<file path="config.mk">
export PLATFORM = sky130hd
export DESIGN_NAME = cam_chain_capture
export DESIGN_NICKNAME = d
export VERILOG_FILES = /design/src/rtl/cam_cap_pkg.sv /design/src/rtl/cam_edge_qual.sv /design/src/rtl/cam_chain_fill.sv /design/src/rtl/cam_chain_drain.sv /design/src/rtl/cam_chain_capture.sv
export SDC_FILE = /design/constraint.sdc
export NUM_CORES = 1
export LEC_CHECK = 0
export BUFFER_PORTS_ARGS = -buffer_cell sky130_fd_sc_hd__buf_2
export CAP_MARGIN = 15
export CORE_MARGIN = 1.5
export CORE_UTILIZATION = 25
export DETAILED_ROUTE_END_ITERATION = 6
export HOLD_SLACK_MARGIN = 0.15
export PLACE_DENSITY = 0.46
export SYNTH_ARGS = -nofsm -noshare
export SYNTH_HDL_FRONTEND = slang
export SYNTH_SLANG_ARGS = --single-unit
</file>
<file path="constraint.sdc">
create_clock -name clk -period 2.75 [get_ports clk]
set_clock_uncertainty 0.2 [all_clocks]
set_input_delay 0.55 -clock clk [delete_from_list [all_inputs] [get_ports clk]]
set_output_delay 0.55 -clock clk [all_outputs]
set_load 0.05 [all_outputs]
</file>
<file path="src/rtl/cam_cap_pkg.sv">
package cam_cap_pkg;
  localparam int BYTE_W    = 8;
  localparam int WORD_W    = 32;
  localparam int LANES     = WORD_W / BYTE_W;

  function automatic bit depth_ok(int n);
    return (n == 1) || (n == 4) || (n == 8);
  endfunction
endpackage

</file>
<file path="src/rtl/cam_edge_qual.sv">
module cam_edge_qual (
  input  logic clk,
  input  logic rst_n,
  input  logic pclk,
  input  logic lval,
  input  logic fsync,
  output logic smp_stb,
  output logic frame_start
);
  logic pclk_q;
  logic fsync_q;
  logic armed;

  // Previous levels reset high, so a level already high at reset is not an edge.
  always_ff @(posedge clk or negedge rst_n) begin
    if (!rst_n) begin
      pclk_q  <= 1'b1;
      fsync_q <= 1'b1;
      armed   <= 1'b0;
    end else begin
      pclk_q  <= pclk;
      fsync_q <= fsync;
      if (frame_start) armed <= 1'b1;
    end
  end

  assign frame_start = fsync & ~fsync_q;
  assign smp_stb     = armed & lval & pclk & ~pclk_q;
endmodule

</file>
<file path="src/rtl/cam_chain_fill.sv">
module cam_chain_fill
  import cam_cap_pkg::*;
#(
  parameter int WORDS = 8
) (
  input  logic                      clk,
  input  logic                      rst_n,
  input  logic                      smp_stb,
  input  logic                      frame_start,
  input  logic [BYTE_W-1:0]         data,
  input  logic                      swap_en,
  input  logic                      drain_done,
  output logic [WORDS*WORD_W-1:0]   chain,
  output logic [WORDS-1:0]          full_mask,
  output logic                      chain_done,
  output logic                      drop_evt
);
  localparam int NB = WORDS * LANES;
  localparam int PW = $clog2(NB);

  logic [PW-1:0] pos;
  logic [PW-1:0] wp;
  logic          all_full;
  logic          wr;
  logic          restart;

  assign all_full   = &full_mask;
  assign restart    = frame_start & ~all_full;
  assign wr         = smp_stb & ~all_full & ~frame_start;
  assign drop_evt   = smp_stb & all_full;
  assign chain_done = wr && (pos == PW'(NB - 1));
  assign wp         = swap_en ? (pos ^ PW'(1)) : pos;

  always_ff @(posedge clk or negedge rst_n) begin
    if (!rst_n) begin
      pos <= '0;
    end else if (restart) begin
      pos <= '0;
    end else if (wr) begin
      pos <= (pos == PW'(NB - 1)) ? '0 : pos + PW'(1);
    end
  end

  for (genvar b = 0; b < NB; b++) begin : g_lane
    always_ff @(posedge clk or negedge rst_n) begin
      if (!rst_n)
        chain[b*BYTE_W +: BYTE_W] <= '0;
      else if (wr && (wp == PW'(b)))
        chain[b*BYTE_W +: BYTE_W] <= data;
    end
  end

  for (genvar w = 0; w < WORDS; w++) begin : g_word
    always_ff @(posedge clk or negedge rst_n) begin
      if (!rst_n)
        full_mask[w] <= 1'b0;
      else if (restart || drain_done)
        full_mask[w] <= 1'b0;
      else if (wr && (pos == PW'(w*LANES + LANES - 1)))
        full_mask[w] <= 1'b1;
    end
  end
endmodule

</file>
<file path="src/rtl/cam_chain_drain.sv">
module cam_chain_drain
  import cam_cap_pkg::*;
#(
  parameter int WORDS = 8
) (
  input  logic                    clk,
  input  logic                    rst_n,
  input  logic                    chain_done,
  input  logic [WORDS*WORD_W-1:0] chain,
  input  logic                    out_ready,
  output logic                    out_valid,
  output logic [WORD_W-1:0]       out_data,
  output logic                    out_last,
  output logic                    drain_done
);
  localparam int IW = (WORDS > 1) ? $clog2(WORDS) : 1;

  logic [IW-1:0] rd_idx;
  logic          req;

  assign out_valid  = req;
  assign out_last   = (rd_idx == IW'(WORDS - 1));
  assign drain_done = req & out_ready & out_last;

  always_comb begin
    out_data = '0;
    for (int i = 0; i < WORDS; i++)
      if (rd_idx == IW'(i)) out_data = chain[i*WORD_W +: WORD_W];
  end

  always_ff @(posedge clk or negedge rst_n) begin
    if (!rst_n) begin
      req    <= 1'b0;
      rd_idx <= '0;
    end else begin
      if (chain_done) req <= 1'b1;
      if (req && out_ready) begin
        if (out_last) begin
          req    <= 1'b0;
          rd_idx <= '0;
        end else begin
          rd_idx <= rd_idx + IW'(1);
        end
      end
    end
  end
endmodule

</file>
<file path="src/rtl/cam_chain_capture.sv">
module cam_chain_capture
  import cam_cap_pkg::*;
#(
  parameter int CHAIN_WORDS = 8,
  localparam int SELW = (CHAIN_WORDS > 1) ? $clog2(CHAIN_WORDS) : 1
) (
  input  logic                   clk,
  input  logic                   rst_n,
  input  logic                   cam_pclk,
  input  logic                   cam_lval,
  input  logic                   cam_fsync,
  input  logic [BYTE_W-1:0]      cam_data,
  input  logic                   swap_en,
  output logic                   out_valid,
  input  logic                   out_ready,
  output logic [WORD_W-1:0]      out_data,
  output logic                   out_last,
  input  logic [SELW-1:0]        reg_sel,
  output logic [WORD_W-1:0]      reg_rdata,
  output logic [CHAIN_WORDS-1:0] full_mask,
  output logic                   overflow
);
  if (!depth_ok(CHAIN_WORDS)) begin : g_bad_depth
    $error("CHAIN_WORDS must be 1, 4 or 8");
  end

  logic                          smp_stb;
  logic                          frame_start;
  logic                          chain_done;
  logic                          drop_evt;
  logic                          drain_done;
  logic [CHAIN_WORDS*WORD_W-1:0] chain;

  cam_edge_qual u_qual (
    .clk         (clk),
    .rst_n       (rst_n),
    .pclk        (cam_pclk),
    .lval        (cam_lval),
    .fsync       (cam_fsync),
    .smp_stb     (smp_stb),
    .frame_start (frame_start)
  );

  cam_chain_fill #(.WORDS(CHAIN_WORDS)) u_fill (
    .clk         (clk),
    .rst_n       (rst_n),
    .smp_stb     (smp_stb),
    .frame_start (frame_start),
    .data        (cam_data),
    .swap_en     (swap_en),
    .drain_done  (drain_done),
    .chain       (chain),
    .full_mask   (full_mask),
    .chain_done  (chain_done),
    .drop_evt    (drop_evt)
  );

  cam_chain_drain #(.WORDS(CHAIN_WORDS)) u_drain (
    .clk        (clk),
    .rst_n      (rst_n),
    .chain_done (chain_done),
    .chain      (chain),
    .out_ready  (out_ready),
    .out_valid  (out_valid),
    .out_data   (out_data),
    .out_last   (out_last),
    .drain_done (drain_done)
  );

  always_comb begin
    reg_rdata = '0;
    for (int i = 0; i < CHAIN_WORDS; i++)
      if (reg_sel == SELW'(i)) reg_rdata = chain[i*WORD_W +: WORD_W];
  end

  always_ff @(posedge clk or negedge rst_n) begin
    if (!rst_n)        overflow <= 1'b0;
    else if (drop_evt) overflow <= 1'b1;
  end
endmodule

</file>
### Word level (Yosys, flattened, before mapping)

Cells that the tools add are included.

| storage, ports and cells | value |
|---|---|
| register bits | 277 |
| bits in latches | 0 |
| bits in writable memories | 0 |
| memory bits (read-only) | 0 |
| input bits | 18 |
| output and inout bits | 75 |
| logic and storage cells | 212 |
| memories kept | 0 |

| operators by class | value |
|---|---|
| $add $sub $neg | 2 |
| multipliers | 0 |
| divide/modulo/power cells | 0 |
| magnitude comparators | 0 |
| eq/ne operators | 53 |
| shift operators | 0 |
| mux-type cells | 40 |
| bitwise operators | 15 |
| reduce and logical (&&, ||, !) cells | 55 |

Operators with widths:

| kind | number |
|---|---|
| two-way mux 32 bit | 16 |
| equality test 5 bit (second input constant) | 20 |
| equality test 5 x 4 -> 1 bit (second input constant) | 10 |
| logical AND 1 bit | 41 |
| equality test 5 x 3 -> 1 bit (second input constant) | 5 |
| equality test 3 bit (second input constant) | 8 |
| two-way mux 1 bit | 20 |
| nonzero test 2 bit | 9 |
| equality test 5 x 2 -> 1 bit (second input constant) | 3 |
| two-way mux 5 bit | 3 |
| equality test 3 x 2 -> 1 bit (second input constant) | 4 |
| AND 1 bit | 10 |
| AND reduction 8 bit | 1 |
| equality test 3 x 1 -> 1 bit (second input constant) | 2 |
| zero test 3 bit | 2 |
| adder 5 x 1 -> 5 bit (second input constant) | 1 |
| equality test 5 x 1 -> 1 bit (second input constant) | 1 |
| zero test 5 bit | 1 |
| NOT 1 bit | 5 |
| adder 3 x 1 -> 3 bit (second input constant) | 1 |
| two-way mux 3 bit | 1 |
| logical OR 1 bit | 1 |

### Depth between registers and ports, before layout

Gate-level depths: netlist of the first run.

| logic depth | value |
|---|---|
| word-level depth | 9 |
| mapped depth | 11 |
| mapped depth without buffers | 7 |

### Modules after synthesis

Synthesis of the first run repeated with hierarchy kept, for this count alone.

| unflattened totals | value |
|---|---|
| cell total of the unflattened synthesis | 1,513 |
| area, all modules | 16,917.5 um^2 |

By module, submodules not included:

| module | times used | cells an instance | area each (um^2) |
|---|---|---|---|
| cam_chain_fill | 1 | 670 | 10,754.1 |
| cam_chain_drain | 1 | 501 | 3,040.4 |
| cam_chain_capture | 1 | 336 | 3,015.4 |
| cam_edge_qual | 1 | 6 | 107.6 |

### Worst setup path before layout of the first run

OpenSTA, ideal clock, no wires.

| timing | value |
|---|---|
| kind | reg2out |
| start | register u_drain.rd_idx[0] |
| end | output out_data[0] |
| arrival | 2,889 ps |
| data required time | 2,000 ps |
| slack | -889 ps |
| stages on the path, launching flop included | 9 |
| buffers on the path | 2 |
| cell sequence | dfrtp_1 > ha_1 > ha_1 > clkbuf_1 > clkinv_1 > nand3_1 > clkbuf_1 > o22ai_1 > a21oi_1 |

| between the ends | value |
|---|---|
| elaborated cells between the ends (all ways) | 16 |
| those cells by class | eq/ne: 7; mux: 8; reduce/logical: 1 |

RTL lines:

| element | RTL line | RTL |
|---|---|---|
| from (decl) | cam_chain_drain.sv:18 | `logic [IW-1:0] rd_idx;` |
| from (signal assigned) | cam_chain_drain.sv:42 | `rd_idx <= rd_idx + IW'(1);` |
| equality test 3 bit | -- |  |
| via out_last | cam_chain_capture.sv:17 | `output logic out_last,` |
| two-way mux 32 bit | cam_chain_drain.sv:28 | `if (rd_idx == IW'(i)) out_data = chain[i*WORD_W +: WORD_W];` |
| to (decl) | cam_chain_capture.sv:16 | `output logic [WORD_W-1:0] out_data,` |

The timed path passes the listed nets, and every way through them passes these cells.

### Worst setup path after layout of the first run

| timing | value |
|---|---|
| start | register u_drain.rd_idx[0] |
| end | output out_data[6] |

| between the ends | value |
|---|---|
| cells in the longest elaborated chain, start to end | 9 |
| elaborated cells between the ends (all ways) | 16 |
| those cells by class | eq/ne: 7; mux: 8; reduce/logical: 1 |

Ends and longest elaborated chain:

| element | RTL line |
|---|---|
| zero test 3 bit | cam_chain_drain.sv:28 |
| two-way mux 32 bit (7 in a row) | cam_chain_drain.sv:28 |
| two-way mux 32 bit (*) | cam_chain_drain.sv:28 |

Mark *: on every way between the ends. The rest lies on a longest branch, timed or not.

==> flow_summary_export.csv, run 1 <==
group,metric,value,unit
run_status,status,"complete, but fails checks",
run_status,violations,"setup timing",
worst_setup_path,crit_fanout,7,
synth,synth_mux_area_frac,0.2364,
synth,synth_fa_ha_area_frac,0.007177,
floorplanning,die_x,253.5,µm
sta,post-route-period-util,1.218,
synth,synth_compound_area_frac,0.1768,
global_routing,use_met2,0.3018,
sta,rsz0062_at_grt,"true",
worst_hold_path,holdPathStages,1,
worst_hold_path,min_path_type,"flip-flop to flip-flop",
final_layout,fin_nets,1733,
final_layout,layout-drive-gt1-share,0.4528,
final_layout,num-fill-cells,6093,
worst_setup_path,cp_slowest_cell,"dfrtp_2",
synth,ys_top_cells_by_area,"dfrtp_1 44%, mux2_2 18%, a21oi_1 5.2%",
worst_setup_path,r2r_slack,190,ps
synth,synth_edf_count,0,
clock_network,htreeDepth,2,
worst_setup_path,path_class,"flip-flop to output pin",
global_routing,antenna_found_initial,2,
synth,yosys.area_share.simple,0.08557,
worst_setup_path,crit_buf_inv,4,
synth,ys_warn_count,0,
synth,ys_seq_area_frac,0.4419,
synth,synthXorXnorAreaFrac,0.001116,
floorplanning,start_util,0.2538,
floorplanning,row_count,91,
synth,async_flop_share,1.000,
final_layout,n_antenna_cell,0,
synth,syn-mean-instance-area,10.39,µm²
floorplanning,fp.dieArea,0.06427,mm²
floorplanning,num_io_pins,93,
final_layout,multi_input_area,0.009294,mm²
global_routing,grt_util_met1,0.2474,
synth,synth-main-ff-cell,"dfrtp_1",
worst_setup_path,cp_slowest_stage_delay,450,ps
synth,synth.net_count,1537,
synth,synth_area,0.01569,mm²
drt,first_pass_iters,6,
worst_setup_path,cp-end-kind,"output pin",
drt,num_vias,13240,
worst_setup_path,cp_cell_sequence,"buf_6 > ha_4 > buf_6 > buf_6 > nand3b_1 > a221oi_4 > o22ai_2 > a21oi_4 > buf_6",
sta,setup_viol,33,
clock_network,cts_root_buf,"clkbuf_16",
worst_setup_path,crit_path_start,"u_drain.rd_idx[0]",
synth,netlist.area_leader.share,0.4386,
global_routing,grt-ovfl-total,0,
clock_network,clk_latency,550,ps
sta,timing.fmax,0.2985,GHz
worst_setup_path,crit_required,2000,ps
final_layout,areaGrowthSynthToFinish,39.44,%
place,dp.final_hpwl,38.47,mm
run,max-cap-violations,0,
sta,worst_slack,-599.8,ps
drt,drt_iter0_markers,952,
synth,yosys.area.top_type,"dfrtp_1",
drt,wire_per_inst,23.01,µm
power_and_ir_drop,leakage,9.562,nW
global_routing,busiest_layer,"met2",
synth,synth_cells,1510,
place,place_ws,-136.8,ps
clock_network,clkSlewWorstSetupHoldPaths,60,ps
sta,timing.final.hold_violations,0,
worst_setup_path,r2r_cells,4,
final_layout,final_util,0.3539,
worst_setup_path,reg2reg_to,"u_fill.chain[67]",
global_routing,met3_usage,0.02909,
power_and_ir_drop,vdd_drop_max,0.3446,mV
drt,wirelength,59.01,mm
clock_network,cts.sinks,277,
worst_hold_path,holdCritStartpoint,"overflow",
synth,synth_cell_types,50,
clock_network,clk_path_buf_depth,3,
synth,synth_top_family_by_area,"multiplexers",
worst_hold_path,holdPathEnd,"overflow",
worst_setup_path,cp_common_cell,"buf_6",
power_and_ir_drop,power_density,527.0,mW/mm²
global_routing,grt.total_usage,0.1836,
worst_setup_path,cp_top_family,"compound AO/OA/AOI/OAI gates",
global_routing,grt_start_max_net_pins,79,
clock_network,cts_buffers,36,
drt,vias_per_cell,5.163,
global_routing,grt_pass1_wl,88.22,mm
final_layout,ff_latch_area,0.006937,mm²
drt,drc_errors,0,
worst_setup_path,r2r_start,"u_qual.pclk_q",
floorplanning,die_h,253.5,µm
drt,ant_nets,0,
sta,worstMarginPinSlew,857.6,ps
worst_setup_path,crit_path_start_kind,"flip-flop",
floorplanning,core,0.06183,mm²
sta,period_needed,3350,ps
place,gp_congestion,0.7906,
clock_network,cts_tree,"done",
synth,yosys_register_bits,277,
place,port_buffers,92,
sta,slew_headroom,0.4283,
global_routing,grt_pass1_vias,13360,
sta,report.final.slew_viol_count,0,
worst_setup_path,cp.arrival,2600,ps
worst reg2reg max path, stage by stage, from the launching register on:
cell and delay, ps:
dfstp_2 360, nand4b_1 360, a2111oi_2 690, nand2_1 440
mux2_2 390
worst max-delay path by stage:
stage / endpoint / slack, ps / cells past startpoint
6_report: out_data[6] / -600 / 9
5_1_grt: out_data[8] / -710 / 9
4_1_cts: out_data[30] / -650 / 8
3_5_place_dp: reg_rdata[21] / -140 / 8
3_3_place_gp: reg_rdata[15] / -150 / 8
2_1_floorplan: out_data[21] / -230 / 8
kinds of logic after synthesis:
group           Yosys count
compound gates          418
buf+inv                 205
flops                   277
fa+ha+maj                 9
xor+xnor                  2
mux                     323
simple gates            276
routing by layer:
metal | share of wire | vias up | wire length, µm
li1 | - | 5908 | -
met1 | 0.44 | 6815 | 26120
met2 | 0.47 | 403 | 27930
met3 | 0.054 | 111 | 3176
met4 | 0.030 | 2 | 1769
met5 | 0.00020 | - | 12
where the power goes:
group / leakage (nW) / switching [W] / total, W / internal [W]
clock: 0.509 / 0.00188 / 0.00437 / 0.00250
sequential: 3.82 / 0.000127 / 0.00436 / 0.00423
combinational: 5.24 / 0.00153 / 0.00280 / 0.00126
total: 9.56 / 0.00354 / 0.0115 / 0.00799
state kept, by name, indices dropped and copies added, names as in the netlist:
name and flops:
overflow 1, u_drain.out_valid 1, u_drain.rd_idx 3, u_fill.chain 256, u_fill.full_mask 8, u_fill.pos 5, u_qual.armed 1, u_qual.fsync_q 1
u_qual.pclk_q 1
cells in the final DEF (no fill, tap or decap), types with 21 or more instances in the layout:
cell / count
nor2_1: 104
mux2i_1: 48
a22o_1: 24
inv_1: 68
buf_6: 46
a21oi_4: 32
buf_12: 68
a2bb2oi_1: 21
nand3b_1: 32
buf_2: 23
o22ai_1: 45
a21oi_1: 130
nand2_1: 79
clkbuf_16: 37
mux2_2: 253
dfrtp_1: 273
buf_4: 139
a22oi_1: 31
o22ai_2: 21
repair_timing:
item,CTS,global route
gates resized for setup,104,69
hold buffers,4,0
endpoints found under the setup margin,62,63
pin swaps,7,24
hold endpoints to repair,242,0
gates cloned,3,1
buffers inserted,9,20
synthesized netlist by cell type (2+ instances only):
cell,instances
nor2_4,8
clkbuf_2,2
or2_2,2
nand3b_1,32
a31oi_1,5
mux2_4,8
dfrtp_1,275
buf_6,2
buf_1,17
clkbuf_1,100
o21ai_0,28
mux4_2,9
nor2b_1,4
dfstp_2,2
o21ba_2,2
a21o_1,10
a22o_1,24
nor2_1,108
nand2b_1,3
nor2_2,16
mux2_2,253
buf_2,11
nor3_1,3
inv_1,71
ha_1,9
a21oi_1,164
nor4_1,2
o2111ai_2,3
mux2_1,5
nand4_1,6
nand2_1,80
o22ai_1,66
nand3_1,4
and4_1,2
or4_1,3
a2111oi_2,4
a221oi_1,33
a2bb2oi_1,45
a22oi_1,31
mux2i_1,48
final cells by class:
cell class | instances | area share
Timing Repair Buffer | 290 | 0.1502
Clock inverter | 6 | 0.002059
Tap cell | 837 | 0.04787
Multi-Input combinational cell | 1028 | 0.4248
Sequential cell | 277 | 0.3171
Inverter | 73 | 0.01258
Clock buffer | 53 | 0.04546
stage by stage:
step	std cells	cell area, µm²	setup TNS, ps	hold WS [ps]	power (W)
2_1_floorplan	1510	16770	-7297	54.41	0.006012
3_3_place_gp	2472	19840	-3063	250.8	0.006912
3_5_place_dp	2472	19840	-2977	253.3	0.006934
4_1_cts	2547	21510	-18690	274.5	0.01160
5_1_grt	2564	21880	-19950	296.9	0.01198
6_report	2564	21880	-16660	268.3	0.01153
Power figures use the tool's default switching activity.
==> inputs of run 2 (changes only) <==
Settings changed: REMOVE_ABC_BUFFERS from default to 1, SLEW_MARGIN from default to 10.
==> run 2 against run 1 <==
The run still ends with setup timing left; via count rose by 1.2%; maximum frequency decreased by 3.0%; register-to-register slack better by 110 ps; first-iteration DRC count shrank 1.9%; sequential power hardly changed; clock-buffer cell count is 4 lower; critical path type unchanged; largest power group unchanged.
==> flow_summary_export.csv, run 2 (synthesis gave the netlist of run 1 again) <==
group,metric,value,unit
floorplanning,num_io_pins,93,
power_and_ir_drop,power_density,531.5,mW/mm²
global_routing,antenna_found_initial,0,
sta,timing.final.hold_violations,0,
sta,setup_tns,-19210,ps
sta,post-route-period-util,1.256,
drt,drt_iter0_markers,934,
final_layout,fin_nets,1775,
final_layout,ff_latch_area,0.006934,mm²
final_layout,largest_register,"u_fill.chain",
floorplanning,die_x,253.5,µm
worst_hold_path,holdCritStartpoint,"overflow",
final_layout,num-fill-cells,6081,
floorplanning,start_util,0.2538,
place,dp.final_hpwl,37.39,mm
run_status,status,"complete, but fails checks",
sta,slew_headroom,0.3749,
worst_setup_path,cp.arrival,2700,ps
place,port_buffers,92,
global_routing,grt_pass1_wl,88.73,mm
final_layout,n_antenna_cell,0,
floorplanning,row_count,91,
worst_setup_path,crit_required,2000,ps
global_routing,grt_pass1_vias,13550,
drt,num_vias,13400,
place,gp_congestion,0.8347,
global_routing,grt-ovfl-total,0,
worst_hold_path,min_path_type,"flip-flop to flip-flop",
run_status,violations,"setup timing",
sta,worst_slack,-703.1,ps
worst_setup_path,cp-end-kind,"output pin",
sta,report.final.slew_viol_count,0,
worst_setup_path,path_class,"flip-flop to output pin",
worst_setup_path,crit_path_start_kind,"flip-flop",
run,max-cap-violations,0,
global_routing,grt.total_usage,0.1851,
worst_setup_path,r2r_start,"u_drain.rd_idx[0]",
floorplanning,fp.dieArea,0.06427,mm²
global_routing,grt_start_max_net_pins,65,
drt,ant_nets,0,
clock_network,clkSlewWorstSetupHoldPaths,50,ps
worst_setup_path,crit_fanout,6,
floorplanning,die_h,253.5,µm
final_layout,reg_top3,"u_fill.chain x256, u_fill.full_mask x8, u_fill.pos x5",
sta,rsz0062_at_grt,"true",
sta,whs,261.9,ps
clock_network,clk_path_buf_depth,3,
drt,vias_per_cell,5.135,
sta,timing.fmax,0.2896,GHz
drt,drc_errors,0,
clock_network,cts_buffers,36,
final_layout,layout-drive-gt1-share,0.4588,
final_layout,final_common_cell,"dfrtp_1",
clock_network,cts.sinks,277,
worst_setup_path,crit_path_start,"u_drain.rd_idx[0]",
power_and_ir_drop,leakage,9.888,nW
floorplanning,core,0.06183,mm²
sta,period_needed,3453,ps
drt,wire_per_inst,22.95,µm
drt,first_pass_iters,5,
final_layout,layout_common_cells,"275 x dfrtp_1, 253 x mux2_2, 155 x buf_4, 138 x a21oi_1, 98 x nor2_1",
clock_network,cts_tree,"done",
drt,wirelength,59.87,mm
clock_network,cts_root_buf,"clkbuf_16",
sta,setup_viol,32,
final_layout,largest_register_ffs,256,
final_layout,areaGrowthSynthToFinish,40.96,%
clock_network,clk_latency,550,ps
final_layout,multi_input_area,0.008637,mm²
sta,worstMarginPinSlew,937.7,ps
clock_network,htreeDepth,2,
power_and_ir_drop,vdd_drop_max,0.3125,mV
-- run 2: cell count changes in the layout (fill, tap and decap cells not counted), moves of 7 or more --
cell and delta:
o22ai_1 +20, a21o_1 +7, buf_12 +18, buf_4 +16
a221oi_4 -8, a21o_2 -8, a21oi_4 -32, o22ai_2 -20
a21oi_1 +8, a2bb2oi_2 +21, buf_8 +8, a21oi_2 +24
a2bb2oi_4 -20, clkbuf_1 -11
-- run 2: path summary, 6_finish.rpt --
| kind | to | depth (start not counted) | slack [ps] |
|---|---|---|---|
| min in group asynchronous | u_fill.chain[193] | 2 | 370 |
| worst min register to register | overflow | 1 | 260 |
| worst max register to register | u_fill.full_mask[4] | 7 | 300 |
| max in group asynchronous | u_fill.chain[124] | 3 | 1200 |
| worst max-delay path | out_data[30] | 9 | -700 |
| worst min-delay path | overflow | 1 | 260 |
-- run 2: cell type report --
type,instances,share of cell area
clock buffer,49,0.04797
clock inverter,13,0.006336
inverter,73,0.01284
multi-input combinational,1028,0.3905
sequential,277,0.3135
tap,837,0.04735
timing repair buffer,332,0.1814
-- run 2: through the flow --
stage	power (W)	setup WS [ps]	cells	instance area [µm²]	util
after detailed placement	0.006757	-389.5	2499	19170	0.3101
after global placement	0.006744	-424.2	2499	19170	0.3101
final	0.01176	-703.1	2609	22120	0.3577
after global routing	0.01218	-799.7	2609	22120	0.3577
after CTS	0.01183	-707.0	2595	21590	0.3492
after floorplan	0.005635	-2413	1378	15160	-
-- run 2: critical path, stage by stage, from the launching register on --
cell,delay (ps)
dfrtp_1,390
ha_2,210
ha_4,160
or2_4,310
buf_12,180
buf_4,130
a221oi_2,210
o22ai_1,150
a21oi_2,220
buf_6,180
-- run 2: repair_timing --
| action | in CTS | in global routing |
|---|---|---|
| endpoints found under the hold margin | 52 | 0 |
| resized for setup | 174 | 87 |
| pin swaps | 77 | 34 |
| buffers inserted | 21 | 12 |
| cloned | 10 | 3 |
| setup endpoints to repair | 65 | 90 |
| hold buffers | 4 | 0 |
-- run 2: where the power goes --
part	leakage, nW	total (W)	switching (W)	internal [W]
combinational	5.46	0.00258	0.00142	0.00116
sequential	3.82	0.00437	0.000136	0.00423
clock	0.606	0.00481	0.00184	0.00297
-- run 2: routing by layer --
layer  routed length [µm]  track usage  vias up
li1                     -            -     6000
met1                27150       0.2557     6824
met2                27310       0.2906      475
met3                 3809      0.03370       98
met4                 1607      0.06039        0
met5                    0            0        -
==> inputs of run 3 (changes only) <==
Settings changed: TNS_END_PERCENT from default to 20.
==> run 3 against run 2 <==
Critical path depth unchanged; register-to-register slack worse by 30 ps; critical endpoint is now out_data[26]; the flow still finishes with violations (setup timing); first-iteration DRC count rose by 0.86%; sequential power about the same; via count shrank 0.53%; clock-buffer cell count unchanged; highest routed layer unchanged; maximum frequency is 0.79% higher; clock power barely moved; flip-flop and latch count is the same; core utilization decreased by 0.81 points.
==> flow_summary_export.csv, run 3 (synthesis gave the netlist of run 1 again) <==
group,metric,value,unit
run_status,status,"complete, but fails checks",
run_status,violations,"setup timing",
clock_network,cts_tree,"done",
drt,ant_nets,0,
floorplanning,fp.dieArea,0.06427,mm²
worst_setup_path,r2r_slack,270,ps
drt,wirelength,59.36,mm
final_layout,largest_register_ffs,256,
worst_setup_path,crit_required,2000,ps
clock_network,cts.sinks,277,
place,port_buffers,92,
clock_network,clk_latency,550,ps
worst_hold_path,min_path_type,"flip-flop to flip-flop",
final_layout,layout-drive-gt1-share,0.4406,
place,gp_congestion,0.8347,
floorplanning,die_h,253.5,µm
final_layout,largest_register,"u_fill.chain",
sta,worst_slack,-676.0,ps
final_layout,areaGrowthSynthToFinish,37.77,%
global_routing,grt_pass1_vias,13490,
floorplanning,num_io_pins,93,
drt,num_vias,13330,
worst_setup_path,r2r_start,"u_drain.rd_idx[1]",
worst_setup_path,r2r_cells,7,
place,dp_cells,2499,
clock_network,cts_buffers,36,
drt,m1WireLength,26.92,mm
drt,first_pass_iters,5,
final_layout,fin_nets,1755,
drt,drc_errors,0,
clock_network,htreeDepth,2,
worst_hold_path,holdPathEnd,"overflow",
worst_setup_path,cp.arrival,2680,ps
run,max-cap-violations,0,
worst_hold_path,holdPathStages,1,
floorplanning,core,0.06183,mm²
worst_setup_path,crit_fanout,6,
drt,dr_wl_met2,26.85,mm
drt,drt_iter0_markers,942,
global_routing,antenna_found_initial,0,
floorplanning,start_util,0.2538,
clock_network,clk_path_buf_depth,3,
drt,wl_met3,3.808,mm
place,dp.final_hpwl,37.39,mm
sta,worstMarginPinSlew,936.2,ps
clock_network,clkSlewWorstSetupHoldPaths,50,ps
worst_setup_path,path_class,"flip-flop to output pin",
sta,period_needed,3426,ps
power_and_ir_drop,vdd_drop_max,0.3116,mV
worst_setup_path,reg2reg_to,"u_fill.full_mask[4]",
sta,slew_headroom,0.3759,
drt,dr.max_layer_used,"met4",
worst_hold_path,holdCritStartpoint,"overflow",
worst_setup_path,crit_path_start_kind,"flip-flop",
sta,setup_viol,33,
sta,rsz0062_at_grt,"true",
drt,vias_per_cell,5.147,
final_layout,final_common_cell,"dfrtp_1",
worst_setup_path,cp-end-kind,"output pin",
sta,report.final.slew_viol_count,0,
floorplanning,row_count,91,
global_routing,grt-ovfl-total,0,
global_routing,grt.total_usage,0.1844,
sta,timing.final.hold_violations,0,
drt,wire_per_inst,22.93,µm
final_layout,n_antenna_cell,0,
global_routing,grt_pass1_wl,88.46,mm
clock_network,cts_root_buf,"clkbuf_16",
final_layout,reg_top3,"u_fill.chain x256, u_fill.full_mask x8, u_fill.pos x5",
floorplanning,die_x,253.5,µm
power_and_ir_drop,power_density,540.9,mW/mm²
final_layout,instances_no_fill,2589,
final_layout,layout_common_cells,"275 x dfrtp_1, 253 x mux2_2, 161 x buf_4, 143 x a21oi_1, 99 x nor2_1",
global_routing,grt_start_max_net_pins,65,
sta,timing.fmax,0.2919,GHz
sta,post-route-period-util,1.246,
power_and_ir_drop,leakage,9.710,nW
sta,whs,261.3,ps
## run 3: changes by cell type in the layout (fill, tap and decap cells not counted), moves of 4 or more
cell / previous run / this run
buf_6: 41 / 27
buf_4: 155 / 161
buf_12: 86 / 78
a2bb2oi_2: 25 / 16
a22oi_1: 27 / 31
a22oi_2: 4 / 0
a21oi_1: 138 / 143
a2bb2oi_1: 20 / 29
a21oi_2: 26 / 21
## run 3: final cells by class
class                   count  area [µm²]
fillers                  6123       40210
well taps                 837        1047
repair buffers            312        3652
clock buffers              49        1061
inverters                  73       284.0
multi-input cells        1028        8497
flip-flops and latches    277        6934
clock inverters            13       140.1
## run 3: critical path, cell delays in order, from the launching register on
cell and delay, ps:
dfrtp_1 390, ha_2 210, ha_4 160, or2_4 320, buf_12 180, a221oi_4 180, o22ai_1 130, a21oi_2 270
buf_4 150, buf_8 130
## run 3: power by group
group	leakage [nW]	switching [W]	internal [W]
sequential	3.82	0.000135	0.00423
combinational	5.28	0.00140	0.00111
clock	0.606	0.00185	0.00297
## run 3: per-layer routing
layer,vias to the layer above,global-route usage
li1,5961,-
met1,6777,0.2548
met3,108,0.03370
met4,0,0.05988
met5,-,0
met2,480,0.2896
## run 3: through the flow
stage	power (W)	area, µm²	setup slack (ps)	TNS, ps	utilization
2_1_floorplan	0.005635	15160	-2413	-96940	-
3_3_place_gp	0.006744	19170	-424.2	-13730	0.3101
3_5_place_dp	0.006757	19170	-389.5	-12930	0.3101
4_1_cts	0.01180	21390	-707.0	-20660	0.3460
5_1_grt	0.01212	21620	-790.6	-22640	0.3496
6_report	0.01169	21620	-676.0	-19090	0.3496
## run 3: what timing repair did
action                                  in CTS  in global routing
hold buffers                                 4                  0
setup buffers                               12                  3
hold endpoints to repair                    52                  0
pin swaps                                   72                 13
gates resized for setup                    155                 48
cloned                                       9                  1
endpoints found under the setup margin      65                 86
## run 3: worst max path at each step
| stage | depth (start not counted) | to | startpoint |
|---|---|---|---|
| 6_report | 9 | out_data[26] | u_drain.rd_idx[0] |
| 5_1_grt | 10 | out_data[26] | u_drain.rd_idx[1] |
| 4_1_cts | 12 | out_data[22] | u_drain.rd_idx[1] |
| 3_5_place_dp | 9 | out_data[20] | u_drain.rd_idx[0] |
| 3_3_place_gp | 9 | out_data[26] | u_drain.rd_idx[0] |
| 2_1_floorplan | 6 | out_data[0] | u_drain.rd_idx[0] |
